File: src/rtl/rxr_pkg.sv
package rxr_pkg;
  localparam int CLS_W = 9;
  localparam int LEN_W = 11;
  localparam int PAD_W = 32 - CLS_W - LEN_W;

  typedef enum logic [1:0] {
    WK_IDLE,
    WK_RECV,
    WK_DROP
  } walk_st_t;
endpackage

File: src/rtl/rxr_desc_store.sv
module rxr_desc_store #(
  parameter int DEPTH = 16,
  localparam int IW = $clog2(DEPTH)
) (
  input  logic          clk,
  input  logic          rst,
  input  logic          sw_wr,
  input  logic          sw_rd,
  input  logic [IW:0]   sw_addr,
  input  logic [31:0]   sw_wdata,
  output logic [31:0]   sw_rdata,
  input  logic          hw_wr,
  input  logic [IW-1:0] hw_idx,
  input  logic [31:0]   hw_word1,
  input  logic [IW-1:0] look_idx,
  output logic          look_own,
  output logic          look_wrap
);
  logic [29:0]      addr_ram [DEPTH];
  logic [31:0]      stat_ram [DEPTH];
  logic [DEPTH-1:0] own_q;
  logic [DEPTH-1:0] wrap_q;
  logic [IW-1:0]    sw_ent;
  logic             sw_w1;

  assign sw_ent = sw_addr[IW:1];
  assign sw_w1  = sw_addr[0];

  // address words: software is the only writer
  always_ff @(posedge clk) begin
    if (sw_wr && !sw_w1) addr_ram[sw_ent] <= sw_wdata[31:2];
  end

  // status words: hardware is the only writer
  always_ff @(posedge clk) begin
    if (hw_wr) stat_ram[hw_idx] <= hw_word1;
  end

  generate
    for (genvar e = 0; e < DEPTH; e++) begin : g_flag
      always_ff @(posedge clk) begin
        if (rst) begin
          own_q[e]  <= 1'b0;
          wrap_q[e] <= 1'b0;
        end else begin
          if (sw_wr && !sw_w1 && sw_ent == IW'(e)) begin
            own_q[e]  <= sw_wdata[0];
            wrap_q[e] <= sw_wdata[1];
          end
          if (hw_wr && hw_idx == IW'(e)) own_q[e] <= 1'b1;
        end
      end
    end
  endgenerate

  always_ff @(posedge clk) begin
    if (sw_rd)
      sw_rdata <= sw_w1 ? stat_ram[sw_ent]
                        : {addr_ram[sw_ent], wrap_q[sw_ent], own_q[sw_ent]};
  end

  assign look_own  = own_q[look_idx];
  assign look_wrap = wrap_q[look_idx];

  AST_HANDOFF_OWN: assert property (@(posedge clk) disable iff (rst)
    hw_wr |=> own_q[$past(hw_idx)]);
endmodule

File: src/rtl/rxr_ring_walk.sv
module rxr_ring_walk
  import rxr_pkg::*;
#(
  parameter int DEPTH     = 16,
  parameter int BUF_BYTES = 1536,
  localparam int IW = $clog2(DEPTH)
) (
  input  logic             clk,
  input  logic             rst,
  input  logic             rx_en,
  input  logic             rx_valid,
  input  logic             rx_sof,
  input  logic             rx_eof,
  input  logic [CLS_W-1:0] rx_class,
  input  logic             qptr_wr,
  input  logic [IW-1:0]    qptr_idx,
  input  logic             cur_own,
  input  logic             cur_wrap,
  output logic [IW-1:0]    idx,
  output logic             hw_wr,
  output logic [31:0]      hw_word1,
  output logic             ev_rec,
  output logic             ev_drop
);
  localparam logic [LEN_W-1:0] CAP  = LEN_W'(BUF_BYTES);
  localparam logic [IW-1:0]    LAST = IW'(DEPTH - 1);

  walk_st_t         st;
  logic [LEN_W-1:0] cnt;
  logic [LEN_W-1:0] len_next;
  logic [IW-1:0]    base;
  logic [IW-1:0]    nxt_idx;
  logic beat, start, claim, refuse, cont, finish;

  always_comb begin
    beat     = rx_en && rx_valid;
    start    = beat && rx_sof;
    claim    = start && !cur_own;
    refuse   = start && cur_own;
    cont     = beat && !rx_sof && (st == WK_RECV);
    finish   = (claim || cont) && rx_eof;
    len_next = start ? LEN_W'(1) : ((cnt == CAP) ? CAP : cnt + LEN_W'(1));
    nxt_idx  = cur_wrap ? base : ((idx == LAST) ? '0 : idx + IW'(1));
  end

  assign hw_wr    = finish;
  assign hw_word1 = {rx_class, {PAD_W{1'b0}}, len_next};
  assign ev_rec   = finish;
  assign ev_drop  = refuse;

  always_ff @(posedge clk) begin
    if (rst) begin
      st   <= WK_IDLE;
      idx  <= '0;
      base <= '0;
      cnt  <= '0;
    end else if (!rx_en) begin
      st <= WK_IDLE;
      if (qptr_wr) begin
        base <= qptr_idx;
        idx  <= qptr_idx;
      end else begin
        idx <= base;
      end
    end else begin
      if (claim || cont) cnt <= len_next;
      if (finish) begin
        st  <= WK_IDLE;
        idx <= nxt_idx;
      end else if (claim) begin
        st <= WK_RECV;
      end else if (refuse) begin
        st <= rx_eof ? WK_IDLE : WK_DROP;
      end else if (st == WK_DROP && beat && rx_eof) begin
        st <= WK_IDLE;
      end
    end
  end

  AST_LEN_BOUND: assert property (@(posedge clk) disable iff (rst)
    hw_wr |-> (hw_word1[LEN_W-1:0] != '0 && hw_word1[LEN_W-1:0] <= CAP));
  AST_IDLE_AT_BASE: assert property (@(posedge clk) disable iff (rst)
    (!rx_en && !qptr_wr) |=> idx == $past(base));
  AST_BASE_LOCKED: assert property (@(posedge clk) disable iff (rst)
    rx_en |=> base == $past(base));
  AST_DROP_HOLDS_IDX: assert property (@(posedge clk) disable iff (rst)
    ev_drop |=> idx == $past(idx));
  AST_WRAP_TO_BASE: assert property (@(posedge clk) disable iff (rst)
    (hw_wr && cur_wrap) |=> idx == $past(base));
endmodule

File: src/rtl/rxr_status.sv
module rxr_status (
  input  logic       clk,
  input  logic       rst,
  input  logic       set_rec,
  input  logic       set_drop,
  input  logic [2:0] clr,
  output logic       st_rec,
  output logic       st_ovr,
  output logic       st_bna
);
  always_ff @(posedge clk) begin
    if (rst) begin
      st_rec <= 1'b0;
      st_ovr <= 1'b0;
      st_bna <= 1'b0;
    end else begin
      st_rec <= set_rec  || (st_rec && !clr[0]);
      st_ovr <= set_drop || (st_ovr && !clr[1]);
      st_bna <= set_drop || (st_bna && !clr[2]);
    end
  end

  AST_REC_STICKY: assert property (@(posedge clk) disable iff (rst)
    set_rec |=> st_rec);
  AST_REC_CLEARS: assert property (@(posedge clk) disable iff (rst)
    (clr[0] && !set_rec) |=> !st_rec);
  AST_DROP_FLAGS: assert property (@(posedge clk) disable iff (rst)
    set_drop |=> (st_ovr && st_bna));
endmodule

File: src/rtl/rxr_ring_writer.sv
module rxr_ring_writer
  import rxr_pkg::*;
#(
  parameter int DEPTH     = 16,
  parameter int BUF_BYTES = 1536,
  localparam int IW = $clog2(DEPTH)
) (
  input  logic             clk,
  input  logic             rst,
  input  logic             rx_en,
  input  logic             rx_valid,
  input  logic             rx_sof,
  input  logic             rx_eof,
  input  logic [CLS_W-1:0] rx_class,
  input  logic             sw_wr,
  input  logic             sw_rd,
  input  logic [IW:0]      sw_addr,
  input  logic [31:0]      sw_wdata,
  output logic [31:0]      sw_rdata,
  input  logic             qptr_wr,
  input  logic [IW-1:0]    qptr_idx,
  input  logic [2:0]       st_clr,
  output logic             st_rec,
  output logic             st_ovr,
  output logic             st_bna,
  output logic [IW-1:0]    cur_idx
);
  logic          hw_wr;
  logic [31:0]   hw_word1;
  logic          cur_own;
  logic          cur_wrap;
  logic          ev_rec;
  logic          ev_drop;

  rxr_ring_walk #(.DEPTH(DEPTH), .BUF_BYTES(BUF_BYTES)) u_walk (
    .clk      (clk),
    .rst      (rst),
    .rx_en    (rx_en),
    .rx_valid (rx_valid),
    .rx_sof   (rx_sof),
    .rx_eof   (rx_eof),
    .rx_class (rx_class),
    .qptr_wr  (qptr_wr),
    .qptr_idx (qptr_idx),
    .cur_own  (cur_own),
    .cur_wrap (cur_wrap),
    .idx      (cur_idx),
    .hw_wr    (hw_wr),
    .hw_word1 (hw_word1),
    .ev_rec   (ev_rec),
    .ev_drop  (ev_drop)
  );

  rxr_desc_store #(.DEPTH(DEPTH)) u_store (
    .clk       (clk),
    .rst       (rst),
    .sw_wr     (sw_wr),
    .sw_rd     (sw_rd),
    .sw_addr   (sw_addr),
    .sw_wdata  (sw_wdata),
    .sw_rdata  (sw_rdata),
    .hw_wr     (hw_wr),
    .hw_idx    (cur_idx),
    .hw_word1  (hw_word1),
    .look_idx  (cur_idx),
    .look_own  (cur_own),
    .look_wrap (cur_wrap)
  );

  rxr_status u_stat (
    .clk      (clk),
    .rst      (rst),
    .set_rec  (ev_rec),
    .set_drop (ev_drop),
    .clr      (st_clr),
    .st_rec   (st_rec),
    .st_ovr   (st_ovr),
    .st_bna   (st_bna)
  );
endmodule

File: config.mk
export PLATFORM = sky130hd
export DESIGN_NAME = rxr_ring_writer
export DESIGN_NICKNAME = d
export VERILOG_FILES = /design/src/rtl/rxr_pkg.sv /design/src/rtl/rxr_desc_store.sv /design/src/rtl/rxr_ring_walk.sv /design/src/rtl/rxr_status.sv /design/src/rtl/rxr_ring_writer.sv
export SDC_FILE = /design/constraint.sdc
export NUM_CORES = 1
export LEC_CHECK = 0
export ABC_AREA = 1
export BUFFER_PORTS_ARGS = -buffer_cell sky130_fd_sc_hd__buf_2
export CORE_MARGIN = 5
export CORE_UTILIZATION = 25
export CTS_CLUSTER_SIZE = 30
export DETAILED_ROUTE_END_ITERATION = 10
export SKIP_LAST_GASP = 1
export SYNTH_ARGS = -nofsm -noshare
export SYNTH_HDL_FRONTEND = slang
export SYNTH_SLANG_ARGS = --single-unit
File: constraint.sdc
create_clock -name clk -period 9.95 [get_ports clk]
set_input_delay 1.99 -clock clk [delete_from_list [all_inputs] [get_ports clk]]
set_output_delay 1.99 -clock clk [all_outputs]
set_load 0.01 [all_outputs]
After elaboration in Yosys (flattened, before gate mapping)
Memories as Yosys holds them, arrays and structs flattened.
Index checks and enable logic that the tools add are counted.
{ "classes": {"n_addsub": 2, "magnitude_cmp": 2, "eq_ne": 34, "muxes": 56, "bitwise": 1, "n_reduce_logical": 78} }
{ "ops": {"columns": ["operator", "n"], "rows": [
  ["$eq 4x4->1 const B", 16],
  ["$logic_and 1x1->1", 45],
  ["$mux 1", 41],
  ["$reduce_bool 2->1", 17],
  ["$eq 4x3->1 const B", 8],
  ["$mux 32", 1],
  ["$mux 11", 2],
  ["$mux 4", 5],
  ["$bmux 1 s4", 4],
  ["$eq 4x2->1 const B", 4],
  ["$add 11x1->11 const B", 1],
  ["$eq 11x11->1 const B", 1],
  ["$lt 4x5->1 const B", 2],
  ["$eq 4x1->1 const B", 2],
  ["$logic_not 4->1", 2],
  ["$logic_not 1->1", 6],
  ["$mux 2", 3],
  ["$add 4x1->4 const B", 1],
  ["$logic_or 1x1->1", 4],
  ["$reduce_or 4->1", 1],
  ["$reduce_bool 3->1", 1],
  ["$reduce_or 3->1", 1],
  ["$eq 2x1->1 const B", 1],
  ["$eq 2x2->1 const B", 1],
  ["other kinds (3)", 3]
]} }
{ "totals": {"regBits": 88, "mem_bits_rw": 800, "out_inout_bits": 39, "word_cells": 216, "memories": 2} }
{ "mem_list": {"columns": ["name", "depth", "word_bits", "read_ports", "rd_ports_with_merged_regs", "wr", "line_no", "text"], "rows": [
  ["u_store.addr_ram", 16, 30, 1, 0, 1, "rxr_desc_store.sv:19", "logic [29:0] addr_ram [DEPTH];"],
  ["u_store.stat_ram", 16, 20, 1, 0, 1, "rxr_desc_store.sv:20", "logic [31:0] stat_ram [DEPTH];"]
]} }

Longest topological paths before layout
{ "depth": {"word_depth": 8, "depth_mapped": 15, "mapped_depth_nobuf": 14} }

Hierarchy
From an unflattened synthesis, not the netlist that was laid out.
{ "hier_totals": {"hier_cells": 4319, "area_unflattened_um2": 45362.3} }
{ "modules_own_cells": {"columns": ["module", "instances", "cells_each", "area_each_um2", "seq_area_each_um2"], "rows": [
  ["rxr_desc_store", 1, 4066, 43695.7, 31390.1],
  ["rxr_ring_walk", 1, 239, 1561.5, 420.4],
  ["rxr_status", 1, 14, 105.1, 60.1]
]} }

Least setup slack after synthesis
OpenSTA, ideal clock, no wires.
{ "synth_path": {"path_kind": "input to register", "from": "in sw_addr[2]", "to": "reg u_store.own_q[0]", "setup_time_ns": 0.132, "arrival_time_ns": 4.469, "slack_ns": 5.348, "cell_stages": 9, "path_cell_list": "buf_4 -> nor2_1 -> buf_2 -> buf_4 -> nand2_1 -> nor2_1 -> inv_1 -> o21ai_0 -> a21oi_1"} }
{ "synth_via": {"elab_chain_len": 3} }
{ "synth_lines": {"columns": ["element", "line_no", "text"], "rows": [
  ["from (decl)", "rxr_ring_writer.sv:17", "input logic [IW:0] sw_addr,"],
  ["$logic_not 4->1", "rxr_desc_store.sv:46", "if (sw_wr && !sw_w1 && sw_ent == IW'(e)) begin"],
  ["$logic_and 1x1->1", "rxr_desc_store.sv:46", null],
  ["$reduce_bool 2->1 (no line)", null, null],
  ["to (signal, indexed assignment)", "rxr_desc_store.sv:47", "own_q[e] <= sw_wdata[0];"],
  ["to (decl)", "rxr_desc_store.sv:21", "logic [DEPTH-1:0] own_q;"]
]} }
No other way between the ends.
A chain may end at the register's enable or synchronous reset.

Worst setup path after layout
{ "layout_path": {"from": "in sw_addr[1]", "to": "reg u_store.own_q[9]"} }
{ "layout_via": {"elab_chain_len": 3} }
{ "layout_lines": {"columns": ["element", "line_no"], "rows": [
  ["$eq 4x4->1", "rxr_desc_store.sv:46"],
  ["$logic_and 1x1->1", "rxr_desc_store.sv:46"],
  ["$reduce_bool 2->1 (no line)", null]
]} }
No other way between the ends.

==> impl_metrics.yaml <==
timing:
  skew_ns: 0.0312
  layout_setup_ws_ns: 4.58
  tightest_slew_ns: 1.29
  hold-worst-slack_ns: 0.466
  setup_viol: 0
  final-hold-violation-count: 0
  max_freq_mhz: 186
  rsz0062_at_grt: "no"
  finalMaxSlewViolations: 0
  period_needed_ns: 5.37
  finalSetupTns_ns: 0
  max_slew_margin: 0.139
  fin_crit_sh: 0.540
floorplan:
  die_area_um2: 147000
  row_count: 137
  io_pins: 101
  die-height_um: 383
  core-area_um2: 139000
  initial_utilization: 0.251
  die_w_um: 383
layout:
  finalNonFillerCells: 4623
  layout.nets: 2743
  final_common_cell: "edfxtp_1"
  multiInputGateArea_um2: 7660
  post-route-util: 0.291
  final_cell_mix: "edfxtp_1, nand3_1, nand2_1"
  ff_latch_area_um2: 26100
  fillers: 13900
  areaGrowthSynthToFinish_pct: 16.2
  drive_gt1_frac: 0.122
logic_synthesis:
  syn-num-nets: 2670
  yosysSeqAreaShare: 0.749
  syn_area_per_cell_um2: 13.4
  synth_ff_type: "edfxtp_1"
  yosys_warnings: 0
  synth_area_leaders: "edfxtp_1, nand3_1, a22oi_1"
  synth_seq_cells: 888
  synth_top_cell_by_area: "edfxtp_1"
  synth_top_area_share: 0.717
  synth.distinct_cells: 39
  synthArstFlopShare: 0
  synth-edff-count: 832
  netlist_instances: 2602
  synth_area_um2: 34900
detailed_routing:
  postRouteAntennaNets: 0
  dr.pass1.iters: 5
  via_count: 22800
  via_per_inst: 4.93
  wl_mm: 103
  post-route-drc-count: 0
  wl_per_cell_um: 22.4
  drtIter0Drc: 2667
cts:
  cts_root_buffer: "clkbuf_16"
  htree_levels: 3
  postCtsSetupRepairBufs: 0
  cts_hold_buf: 0
  cts.sinks: 888
  clk_pin_slew_ns: 0.06
  cts_buffers: 88
  clock_latency_ns: 0.68
  cts_resized: 0
  cts_tree: "yes"
  clockBufferDepth: 3
grt:
  antenna_found_initial: 22
  grt_max_degree: 165
  grt_pass1_vias: 21300
  globalRoute.totalOverflow: 0
  grt_usage: 0.135
  grt_pass1_wl_mm: 149
placed_design:
  numPortBuffers: 100
  place_congestion: 0.854
  dp_hpwl_mm: 58.7
  dp_cells: 4461
  place_ws_ns: 3.84
critical_path:
  crit_path_start_kind: "input pin"
  cp.required_ns: 10.46
  crit_fanout: 164
  path_class: "in2reg"
  cp_data_arrival_time_ns: 5.88
  cp-end-kind: "register"
min_path:
  hold_class: "reg2reg"
power:
  power.leakage_uw: 0.0133
  power_density_nw_per_um2: 199
  ir_drop_uv: 124
run_status:
  outcome: "completed"
flow_run:
  drv_cap: 0
## cells by family (layout without fill, tap and decap cells)
| family | Yosys count | after routing | share of synthesized area |
|---|---|---|---|
| other cells | 0 | 6 | 0 |
| fa+ha+maj | 6 | 6 | 0.00215 |
| xor+xnor | 4 | 4 | 0.00101 |
| compound gates | 412 | 412 | 0.0792 |
| buf+inv | 296 | 435 | 0.0356 |
| flops | 888 | 888 | 0.749 |
| simple gates | 996 | 996 | 0.133 |
## cells in the mapped netlist, types with 11 or more instances
cell	instances
nor2_1	64
buf_1	26
o21ai_1	13
nand4_1	19
buf_4	12
a21oi_1	53
buf_2	48
inv_2	11
a31oi_1	61
a41oi_1	12
nand3_1	581
clkbuf_1	91
nand2_1	275
a22oi_1	202
inv_1	103
dfxtp_1	56
o21ai_0	48
edfxtp_1	832
nor3_1	24
nor4_1	16
## state kept, by name, indices dropped and copies added (netlist names)
register          cells
u_walk.base           4
u_stat.st_rec         1
u_walk.st             2
u_store.own_q        16
u_walk.cnt           11
u_store.sw_rdata     32
u_stat.st_bna         1
u_store.stat_ram    320
u_store.wrap_q       16
u_stat.st_ovr         1
u_store.addr_ram    480
u_walk.idx            4
## path summary, 6_finish.rpt
path         cells past startpoint  slack (ns)                     end           from
min reg2reg                      2        0.47           u_stat.st_ovr  u_stat.st_ovr
min                              2        0.47           u_stat.st_ovr  u_stat.st_ovr
max                              9        4.58        u_store.own_q[9]     sw_addr[1]
max reg2reg                     12        6.41  u_store.stat_ram[5][7]  u_walk.idx[0]
## where the power goes
group	total [uW]	leakage (uW)	internal [uW]	switching, uW
Combinational	478	0.00384	118	360
Clock	3410	0.00142	1980	1430
Sequential	4160	0.00800	4140	25.2
Total	8050	0.0133	6230	1820
## final cells by class
| type | instances | area share |
|---|---|---|
| Inverter | 116 | 0.0109 |
| Clock inverter | 38 | 0.0128 |
| Multi-Input combinational cell | 1418 | 0.189 |
| Timing Repair Buffer | 163 | 0.0248 |
| Antenna cell | 6 | 0.000371 |
| Tap cell | 1876 | 0.0580 |
| Sequential cell | 888 | 0.645 |
| Clock buffer | 118 | 0.0590 |
## stage by stage
stage	cell area [um2]	power [uW]
floorplan	34900	4500
global placement	37600	4710
detailed placement	37600	4710
CTS	40500	8100
global route	40500	8300
finish	40500	8050
## worst max-delay path, stage by stage
cell and delay [ns]:
buf_6 0.56, inv_6 0.42, nor2_4 0.25, buf_12 0.66, nand2_1 0.44, nor2_4 0.98
inv_2 0.12, o21ai_1 0.21, a21oi_1 0.09
## per-layer routing
| metal | routed length [um] | global-route usage | part of all wire |
|---|---|---|---|
| met3 | 9920 | 0.0320 | 0.096 |
| met4 | 2630 | 0.0378 | 0.025 |
| met1 | 44600 | 0.193 | 0.43 |
| met5 | 46 | 0 | 0.00044 |
| met2 | 46200 | 0.207 | 0.45 |
Power figures use the tool's default switching activity.
